## src/rtl/ctr_pkg.sv

```systemverilog
package ctr_pkg;

   // Action taken at the next rising edge, in priority order.
   typedef enum logic [1:0] {
      CM_CLEAR = 2'd0,
      CM_LOAD  = 2'd1,
      CM_COUNT = 2'd2,
      CM_HOLD  = 2'd3
   } ctr_mode_e;

   // Carry-chain implementation choices for the incrementer.
   localparam int unsigned CARRY_ADDER = 0;
   localparam int unsigned CARRY_CHAIN = 1;

endpackage

```

## src/rtl/ctr_mode_sel.sv

```systemverilog
module ctr_mode_sel
   import ctr_pkg::*;
(
   input  logic      clear_n,
   input  logic      load_n,
   input  logic      en_par,
   input  logic      en_trk,
   output ctr_mode_e mode
);

   // Fixed priority: clear beats load, load beats count, count beats hold.
   always_comb begin
      if (!clear_n)
         mode = CM_CLEAR;
      else if (!load_n)
         mode = CM_LOAD;
      else if (en_par && en_trk)
         mode = CM_COUNT;
      else
         mode = CM_HOLD;
   end

endmodule

```

## src/rtl/ctr_next.sv

```systemverilog
module ctr_next
   import ctr_pkg::*;
#(
   parameter int unsigned WIDTH       = 4,
   parameter int unsigned CARRY_STYLE = CARRY_CHAIN
) (
   input  ctr_mode_e        mode,
   input  logic [WIDTH-1:0] cur,
   input  logic [WIDTH-1:0] load_val,
   output logic [WIDTH-1:0] nxt
);

   logic [WIDTH-1:0] inc;

   generate
      if (CARRY_STYLE == CARRY_ADDER) begin : g_adder
         assign inc = cur + WIDTH'(1);
      end else begin : g_chain
         // ones_below[i] is high when every bit under position i is set.
         logic [WIDTH:0] ones_below;
         assign ones_below[0] = 1'b1;
         for (genvar i = 0; i < WIDTH; i++) begin : g_bit
            assign ones_below[i+1] = ones_below[i] & cur[i];
            assign inc[i]          = cur[i] ^ ones_below[i];
         end
      end
   endgenerate

   always_comb begin
      unique case (mode)
         CM_CLEAR: nxt = '0;
         CM_LOAD:  nxt = load_val;
         CM_COUNT: nxt = inc;
         default:  nxt = cur;
      endcase
   end

endmodule

```

## src/rtl/ctr_term.sv

```systemverilog
module ctr_term #(
   parameter int unsigned WIDTH = 4
) (
   input  logic [WIDTH-1:0] cur,
   input  logic             en_trk,
   output logic             term
);

   // Full-count detect, gated only by the trickle enable.
   assign term = en_trk & (&cur);

endmodule

```

## src/rtl/presettable_ctr.sv

```systemverilog
module presettable_ctr
   import ctr_pkg::*;
#(
   parameter int unsigned WIDTH       = 4,
   parameter int unsigned CARRY_STYLE = CARRY_CHAIN
) (
   input  logic             clk,
   input  logic             clear_n,
   input  logic             load_n,
   input  logic             en_par,
   input  logic             en_trk,
   input  logic [WIDTH-1:0] load_val,
   output logic [WIDTH-1:0] count,
   output logic             term_cnt
);

   generate
      if (WIDTH < 1) begin : g_bad_width
         $error("presettable_ctr: WIDTH must be at least 1");
      end
      if (CARRY_STYLE > CARRY_CHAIN) begin : g_bad_style
         $error("presettable_ctr: unknown CARRY_STYLE");
      end
   endgenerate

   ctr_mode_e        mode;
   logic [WIDTH-1:0] cnt_q;
   logic [WIDTH-1:0] cnt_d;

   ctr_mode_sel u_mode (
      .clear_n (clear_n),
      .load_n  (load_n),
      .en_par  (en_par),
      .en_trk  (en_trk),
      .mode    (mode)
   );

   ctr_next #(
      .WIDTH       (WIDTH),
      .CARRY_STYLE (CARRY_STYLE)
   ) u_next (
      .mode     (mode),
      .cur      (cnt_q),
      .load_val (load_val),
      .nxt      (cnt_d)
   );

   // No asynchronous path: the state register sees only the clock.
   always_ff @(posedge clk) begin
      cnt_q <= cnt_d;
   end

   ctr_term #(
      .WIDTH (WIDTH)
   ) u_term (
      .cur    (cnt_q),
      .en_trk (en_trk),
      .term   (term_cnt)
   );

   assign count = cnt_q;

endmodule

```

## config.mk

```make
export PLATFORM = sky130hd
export DESIGN_NAME = presettable_ctr
export DESIGN_NICKNAME = d
export VERILOG_FILES = /design/src/rtl/ctr_pkg.sv /design/src/rtl/ctr_mode_sel.sv /design/src/rtl/ctr_next.sv /design/src/rtl/ctr_term.sv /design/src/rtl/presettable_ctr.sv
export SDC_FILE = /design/constraint.sdc
export NUM_CORES = 1
export LEC_CHECK = 0
export BUFFER_PORTS_ARGS = -buffer_cell sky130_fd_sc_hd__buf_4
export CAP_MARGIN = 5
export CORE_AREA = 2 2 39 41
export CTS_CLUSTER_SIZE = 40
export DETAILED_ROUTE_END_ITERATION = 10
export DIE_AREA = 0 0 41 43
export MAX_ROUTING_LAYER = met4
export PLACE_DENSITY = 0.38
export SLEW_MARGIN = 0
export SYNTH_ARGS = -nofsm -noshare
export SYNTH_HDL_FRONTEND = slang
export SYNTH_HIERARCHICAL = 1
export SYNTH_SLANG_ARGS = --single-unit
export TNS_END_PERCENT = 20
```

## constraint.sdc

```tcl
create_clock -name clk -period 2 [get_ports clk]
set_clock_uncertainty 0.05 [all_clocks]
set_input_delay 0.3 -clock clk [delete_from_list [all_inputs] [get_ports clk]]
set_output_delay 0.3 -clock clk [all_outputs]
set_load 0.02 [all_outputs]
```

==> results of run 1 <==
logic make-up (layout without fill, tap and decap cells):
| logic type | Yosys count | after routing |
|---|---|---|
| AOI/OAI and AO/OA | 5 | 5 |
| xor gates and xnor gates | 1 | 1 |
| adders and majority gates | 2 | 2 |
| buffers and inverters | 1 | 18 |
| DFF | 4 | 4 |
| muxes | 3 | 3 |
| and+or+nand+nor | 7 | 7 |
metal layers:
layer / vias up / GRT usage / share of wire
met5: - / - / 0
met4: 0 / 0.08000 / 0
met3: 0 / 0.04712 / 0.084
met2: 9 / 0.1125 / 0.49
met1: 117 / 0.08682 / 0.42
li1: 122 / - / -
worst max-delay path, cell delays in order (launching register included):
cell,delay (ps)
dfxtp_1,330
ha_1,210
ha_1,270
mux2_2,260
a22o_1,170
through the flow:
stage          std cells    util  worst slack, ps  power, mW  area [um^2]
3_3_place_gp          53  0.2649            547.9     0.1697        366.6
5_1_grt               56  0.2812            540.3     0.2829        389.1
3_5_place_dp          53  0.2649            525.8     0.1724        366.6
6_report              56  0.2812            602.7     0.2703        389.1
4_1_cts               56  0.2812            589.6     0.2770        389.1
2_1_floorplan         23       -            548.0     0.1378        241.5
layout by cell type, fill, tap and decap left out:
| cell | Yosys | routed |
|---|---|---|
| a22o_1 | 3 | 3 |
| nor2b_1 | 1 | 1 |
| mux2_4 | 1 | 1 |
| and2b_1 | 1 | 1 |
| inv_1 | 1 | 1 |
| nor4bb_1 | 1 | 1 |
| nand3_1 | 1 | 1 |
| nand2_1 | 1 | 1 |
| a31oi_1 | 1 | 1 |
| dfxtp_1 | 4 | 4 |
| mux2_2 | 2 | 2 |
| buf_4 | 0 | 14 |
| nor2_1 | 1 | 1 |
| a221o_1 | 1 | 1 |
| ha_1 | 2 | 2 |
| and2_2 | 1 | 1 |
| clkbuf_4 | 0 | 3 |
| xnor2_1 | 1 | 1 |
area by class of cell:
cell class	instances	area share
multi-input cells	18	0.4051
repair buffers	14	0.2701
flip-flops and latches	4	0.2058
clock buffers	3	0.05788
well taps	16	0.05145
inverters	1	0.009646
worst paths after layout:
kind | start | end | slack [ps]
setup / recovery | count[0]$_DFF_P_ | count[2]$_DFF_P_ | 600
hold / removal | load_val[1] | count[1]$_DFF_P_ | 230
setup reg to reg | count[0]$_DFF_P_ | count[2]$_DFF_P_ | 600
hold reg to reg | count[0]$_DFF_P_ | count[0]$_DFF_P_ | 590
power by group through the flow:
stage	combinational [mW]	clock, mW	sequential, mW
floorplan	0.0310	0	0.107
global placement	0.0714	0	0.0983
detailed placement	0.0739	0	0.0984
CTS	0.0744	0.105	0.0972
global route	0.0790	0.105	0.0986
finish	0.0731	0.100	0.0971
==> key figures, run 1 <==
Power
  • Clk pwr share: 0.370
  • Peak supply drop: around 0.26 mV
  • Comb power frac: 0.271
  • Switching Fraction: 0.2661
  • Leakage: 0.1903 nW
  • P_sw: between 70 and 80 uW
  • Power Density: around 690 mW/mm^2
  • Pint: between 150 and 200 uW
  • Flop pwr share: 0.359

GRT
  • Gr ovfl total: 0
  • Vias in the first global route: 250
  • Initial antenna violation count: 0
  • Total track usage: 0.08642
  • Largest net degree at the start of global routing: 8
  • First-pass GRT wire length: 917 um

STA
  • Final min period: 1397 ps
  • Maximum clock frequency: a little over 700 MHz
  • Worst hold slack: about 230 ps
  • Slew at the pin closest to its max-slew limit: approximately 300 ps
  • Slew Viols, Final: 0
  • Worst rel slew slack: 0.7969
  • RSZ-0062 raised after global routing: no
  • Fin Setup TNS: 0 ps
  • Hold Vio Cnt, Final: 0
  • Final period util: 0.6987
  • Final setup viols: 0

Die
  • Die height: between 40 and 50 um
  • Die Wd: approximately 41 um
  • Starting Density: 0.1745
  • Ports: 14
  • Die area: about 0.0018 mm^2
  • Core Box Area: roughly 0.0014 mm^2
  • Row Count: 14

Clocking
  • H-tree Lvls: 1
  • Maximum clock path buffer count: 2
  • Clock latency at the later pin of the worst-skew pair: about 230 ps
  • Hold Buf Count CTS: 0
  • Clk slew on worst S/H paths: about 40 ps
  • Total clock sinks: 4
  • Post-CTS Setup Bufs: 0
  • Root Driver: clkbuf_4
  • Post-CTS resize count: 0
  • Num CTS Buffers: 3
  • CTS tree: built

Synthesis
  • Asr flop ratio synth: 0
  • Ys Warns: 6
  • Mux share of post-synthesis cell area: 0.1554
  • Synth Area in Simple Gates: 0.1813
  • Compound-Gate Fraction of Synth Area: 0.1762
  • Largest family of logic cells by synthesized area: simple AND/OR/NAND/NOR gates
  • XOR/XNOR share of the synthesized area: 0.03627
  • Most common cell in the synthesized netlist: dfxtp_1
  • Synth unique cells: 16
  • Synth top area share: 0.3316
  • Top_reg_cell synth: dfxtp_1
  • Mapped Nets: 34
  • Post-synthesis sequential area ratio: 0.3316
  • Mapped Cells: 23
  • FF+latch count, synth: 4
  • Cell type with the largest total area after synthesis: dfxtp_1
  • Post-synth EDFFs: 0
  • Mapped Area: about 240 um^2
  • Top cells by count, synth: 4 x dfxtp_1, 3 x a22o_1, 2 x ha_1, 2 x mux2_2
  • Top post-synthesis cells by area: dfxtp_1 33%, a22o_1 11%, ha_1 10%
  • Syn Area/Cell: approximately 10 um^2
  • Adder-cell share of the synthesized area: 0.1036

Cells and area
  • Share of layout cells above drive strength 1: 0.5250
  • Area Growth Syn to Fin: 61.14%
  • Seq. cell area: around 80 um^2
  • Fillers: around 170
  • Fin nets: 53
  • Footprint of the multi-input gates: 157.7 um^2
  • Max FFs per register: 4
  • ANT cells: 0

Route
  • Detail-routed via count per cell: roughly 4.4
  • Iter 0 DRT Violations: 2
  • DRC: 0
  • Antenna Nets Post-Route: 0
  • Drt pass-1 iters: 2
  • DR WL/cell: about 12 um
  • Routed vias: between 200 and 250
  • Final WL: about 650 um

Critical path
  • Startpoint Class: register
  • Setup CP Type: register to register
  • Worst Path Required: between 2000 and 2500 ps
  • FF-to-FF path depth: 4
  • Critical Path AT: between 1000 and 1500 ps
  • Worst setup EP type: register
  • Max FO, Critical Path: 4

Status
  • Run status: finished, final reports clean

Min path
  • Worst hold stages: 2
  • Worst hold path class: primary input to register

Place
  • HPWL after detailed placement: between 500 and 600 um
  • Buffers added on ports: 13
  • Gpl congestion: between 0.6 and 0.7

Job
  • Max-cap violations: 0
No activity file was read; power rests on OpenSTA's default activity.
==> run 2: changes to the inputs <==
Clock period 2 ns to 1.5 ns, I/O delays scaled along.
==> run 2 against run 1 <==
Compared with the run above: global-route usage decreased by 0.83 points; final area increased by 1.9%; wire length decreased by 6.2%; total power increased by 32%; critical path depth unchanged; die area unchanged; sequential share of layout area decreased by 0.39 points; combinational power increased by 36%; largest cell class unchanged; largest power group is now registers.
==> key figures, run 2 (synthesis gave the netlist of run 1 again) <==
Clocking
  • Post-CTS Setup Bufs: 0
  • Clk slew on worst S/H paths: ~40 ps
  • Num CTS Buffers: 3
  • H-tree Lvls: 1
  • Hold Buf Count CTS: 0
  • Clock latency at the later pin of the worst-skew pair: about 230 ps
  • Total clock sinks: 4
  • CTS tree: built
  • Root Driver: clkbuf_4
  • Post-CTS resize count: 0
  • Maximum clock path buffer count: 2

Cells and area
  • Most frequent cells in the layout: 15 x buf_4, 4 x dfxtp_1, 3 x clkbuf_4, 3 x a22o_1
  • Fillers: 160
  • Area Growth Syn to Fin: 64.25%
  • Fin nets: 54
  • Max FFs per register: 4
  • ANT cells: 0
  • Final instance area: between 300 and 400 um^2
  • Seq. cell area: 80.08 um^2
  • Commonest non-fill, non-tap cell in the layout: buf_4
  • Footprint of the multi-input gates: 157.7 um^2
  • Share of layout cells above drive strength 1: 0.5366

STA
  • Slew Viols, Final: 0
  • RSZ-0062 raised after global routing: no
  • Final period util: 0.9296
  • Maximum clock frequency: just over 700 MHz
  • Worst rel slew slack: 0.7129
  • Final min period: about 1400 ps
  • Fin Setup TNS: 0 ps
  • Hold Vio Cnt, Final: 0
  • Final setup viols: 0
  • Slew at the pin closest to its max-slew limit: ~430 ps

Route
  • Antenna Nets Post-Route: 0
  • Iter 0 DRT Violations: 3
  • DR WL/cell: about 11 um
  • Detail-routed via count per cell: ~4.2
  • DRC: 0
  • Routed vias: between 200 and 250
  • Final WL: between 600 and 700 um
  • Drt pass-1 iters: 3

Critical path
  • CP most frequent cell: ha_1
  • CP peak stage delay: ~330 ps
  • Setup CP Type: register to register
  • Flop2flop setup slack: 110 ps
  • Max FO, Critical Path: 4
  • Worst setup EP type: register
  • CP bufs+invs: 0
  • Slowest CP cell: dfxtp_1
  • Critical Path AT: around 1500 ps
  • Critical path cell sequence: ha_1 > ha_1 > mux2_2 > a22o_1
  • Worst Path Required: 1570 ps
  • Largest delay share family, worst path: adder cells
  • Startpoint Class: register

GRT
  • Vias in the first global route: 215
  • Largest net degree at the start of global routing: 7
  • Gr ovfl total: 0
  • Initial antenna violation count: 0
  • Total track usage: 0.07811
  • First-pass GRT wire length: 883 um

Power
  • Flop pwr share: 0.363
  • Comb power frac: 0.278
  • Power Density: ~900 mW/mm^2
  • Leakage: between 0.15 and 0.2 nW
  • Pint: between 200 and 300 uW
  • Clk pwr share: 0.359
  • P_sw: about 92 uW
  • Switching Fraction: 0.2569
  • Peak supply drop: between 0.3 and 0.4 mV

Die
  • Die height: 43 um
  • Core Box Area: around 0.0014 mm^2
  • Row Count: 14
  • Ports: 14
  • Die Wd: roughly 41 um
  • Starting Density: 0.1745
  • Die area: ~0.0018 mm^2

Min path
  • Worst hold path class: primary input to register

Place
  • Gpl congestion: about 0.72
  • Buffers added on ports: 13
  • HPWL after detailed placement: 501.9 um
  • DP Area: 374.1 um^2

Status
  • Run status: finished, final reports clean

Job
  • Max-cap violations: 0
## run 2: changes by cell type in the layout (fill, tap and decap cells not counted)
cell	delta
buf_4	+1
## run 2: cell type report
type | instances | area share
inverter | 1 | 0.009464
multi-input combinational | 18 | 0.3975
sequential | 4 | 0.2019
clock buffer | 3 | 0.05678
tap | 16 | 0.05047
timing repair buffer | 15 | 0.2839
## run 2: metal layers
metal  global-route usage  share of wire  vias to the layer above
li1                     -              -                      123
met1              0.09936           0.44                      105
met2               0.1000           0.45                        9
met3              0.02094           0.10                        0
met4              0.06000              0                        0
met5                    -              0                        -
## run 2: path summary, 6_finish.rpt
check	from	endpoint	cells past startpoint
worst min register to register	count[0]$_DFF_P_	count[0]$_DFF_P_	2
worst max-delay path	count[0]$_DFF_P_	count[2]$_DFF_P_	4
worst min-delay path	load_val[1]	count[1]$_DFF_P_	2
worst max register to register	count[0]$_DFF_P_	count[2]$_DFF_P_	4
## run 2: stage by stage
step / cells / utilization / hold slack, ps / setup slack, ps / total power [mW]
floorplan: 23 / - / 300.5 / 47.95 / 0.1837
global placement: 54 / 0.2703 / 390.2 / 86.45 / 0.2302
detailed placement: 54 / 0.2703 / 398.1 / 42.29 / 0.2312
CTS: 57 / 0.2866 / 154.1 / 105.5 / 0.3666
global route: 57 / 0.2866 / 158.0 / 60.28 / 0.3778
finish: 57 / 0.2866 / 159.6 / 105.6 / 0.3573
## run 2: power groups by stage
| stage | Clock, mW | Combinational (mW) | Sequential (mW) |
|---|---|---|---|
| 5_1_grt | 0.140 | 0.106 | 0.132 |
| 3_5_place_dp | 0 | 0.0994 | 0.132 |
| 2_1_floorplan | 0 | 0.0414 | 0.142 |
| 4_1_cts | 0.137 | 0.100 | 0.130 |
| 3_3_place_gp | 0 | 0.0992 | 0.131 |
| 6_report | 0.128 | 0.0992 | 0.130 |
==> run 3: changes to the inputs <==
Settings changed: CELL_PAD_IN_SITES_DETAIL_PLACEMENT set to 0, CELL_PAD_IN_SITES_GLOBAL_PLACEMENT set to 1, PLACE_DENSITY 0.38 to 0.49.
==> run 3 against run 2 <==
Compared with the run above: total power down 0.22%; via count rose by 1.3%; combinational power is 0.8% lower; critical path type unchanged; critical endpoint unchanged.
==> key figures, run 3 (synthesis gave the netlist of run 1 again) <==
Die
  • Starting Density: 0.1745
  • Core Box Area: 0.001384 mm^2
  • Ports: 14
  • Row Count: 14
  • Die height: roughly 43 um
  • Die area: ~0.0018 mm^2
  • Die Wd: around 40 um

Min path
  • Worst hold path class: primary input to register

STA
  • Final period util: 0.9211
  • Slew Viols, Final: 0
  • Hold Vio Cnt, Final: 0
  • Worst rel slew slack: 0.7181
  • Maximum clock frequency: ~720 MHz
  • Slew at the pin closest to its max-slew limit: between 400 and 500 ps
  • Fin Setup TNS: 0 ps
  • Final min period: ~1400 ps
  • RSZ-0062 raised after global routing: no
  • Final setup viols: 0

Critical path
  • Startpoint Class: register
  • Worst Path Required: ~1600 ps
  • Setup CP Type: register to register
  • Worst setup EP type: register
  • Max FO, Critical Path: 4
  • Critical Path AT: between 1000 and 1500 ps

Clocking
  • Clock latency at the later pin of the worst-skew pair: between 200 and 250 ps
  • CTS tree: built
  • Post-CTS Setup Bufs: 0
  • H-tree Lvls: 1
  • Clk slew on worst S/H paths: around 40 ps
  • Post-CTS resize count: 0
  • Total clock sinks: 4
  • Num CTS Buffers: 3
  • Maximum clock path buffer count: 2
  • Hold Buf Count CTS: 0
  • Root Driver: clkbuf_4

Cells and area
  • Final instance area: just under 400 um^2
  • Area Growth Syn to Fin: 64.25%
  • Commonest non-fill, non-tap cell in the layout: buf_4
  • Share of layout cells above drive strength 1: 0.5366
  • Fin cells: 57
  • Fin nets: 54
  • ANT cells: 0
  • Most frequent cells in the layout: 15 x buf_4, 4 x dfxtp_1, 3 x clkbuf_4, 3 x a22o_1
  • Max FFs per register: 4

Route
  • DR WL/cell: ~9.6 um
  • Final WL: roughly 550 um
  • Routed vias: 240
  • Iter 0 DRT Violations: 2
  • Detail-routed via count per cell: approximately 4.2
  • DRC: 0
  • Antenna Nets Post-Route: 0
  • Drt pass-1 iters: 4

GRT
  • Largest net degree at the start of global routing: 7
  • Initial antenna violation count: 0
  • Gr ovfl total: 0
  • Total track usage: 0.06879
  • Vias in the first global route: around 200
  • First-pass GRT wire length: between 700 and 800 um

Power
  • Peak supply drop: between 0.3 and 0.4 mV
  • Leakage: roughly 0.2 nW
  • Power Density: around 900 mW/mm^2

Job
  • Max-cap violations: 0

Place
  • DP Area: between 300 and 400 um^2
  • Inst Count DP: 54
  • Gpl congestion: slightly below 0.7
  • Buffers added on ports: 13

Status
  • Run status: finished, final reports clean
-- run 3: worst max-delay path: stages (launching register included) --
cell     delay (ps)
dfxtp_1         340
ha_1            210
ha_1            260
mux2_2          250
a22o_1          170
-- run 3: metrics by stage --
stage | hold WS (ps) | total power [mW] | util | worst slack (ps)
2_1_floorplan | 300.5 | 0.1837 | - | 47.95
3_3_place_gp | 384.4 | 0.2284 | 0.2703 | 51.89
3_5_place_dp | 391.0 | 0.2305 | 0.2703 | 22.09
4_1_cts | 152.0 | 0.3664 | 0.2866 | 107.7
5_1_grt | 152.3 | 0.3808 | 0.2866 | 88.73
6_report | 157.8 | 0.3565 | 0.2866 | 118.3
-- run 3: per-layer routing --
layer	wire length, um	up-vias	global-route usage
li1	-	126	-
met3	69	0	0.01571
met4	0	0	0.06000
met1	243	103	0.08307
met2	237	11	0.09063
met5	0	-	-
-- run 3: power breakdown --
| group | internal (mW) | leakage (nW) | switching, mW | total [mW] |
|---|---|---|---|---|
| combinational | 0.0586 | 0.148 | 0.0398 | 0.0984 |
| sequential | 0.118 | 0.0333 | 0.0119 | 0.130 |
| clock | 0.0892 | 0.0138 | 0.0391 | 0.128 |
-- run 3: path summary, 6_finish.rpt --
check	from	endpoint	slack, ps	cells past startpoint
setup / recovery	count[0]$_DFF_P_	count[2]$_DFF_P_	120	4
hold / removal	load_val[1]	count[1]$_DFF_P_	160	2
setup reg to reg	count[0]$_DFF_P_	count[2]$_DFF_P_	120	4
hold reg to reg	count[0]$_DFF_P_	count[0]$_DFF_P_	600	2
-- run 3: final cells by class --
| type | instances | area (um^2) |
|---|---|---|
| clock buffers | 3 | 22.52 |
| repair buffers | 15 | 112.6 |
| flip-flops and latches | 4 | 80.08 |
| multi-input cells | 18 | 157.7 |
| fillers | 163 | 987.2 |
| inverters | 1 | 3.754 |
| well taps | 16 | 20.02 |
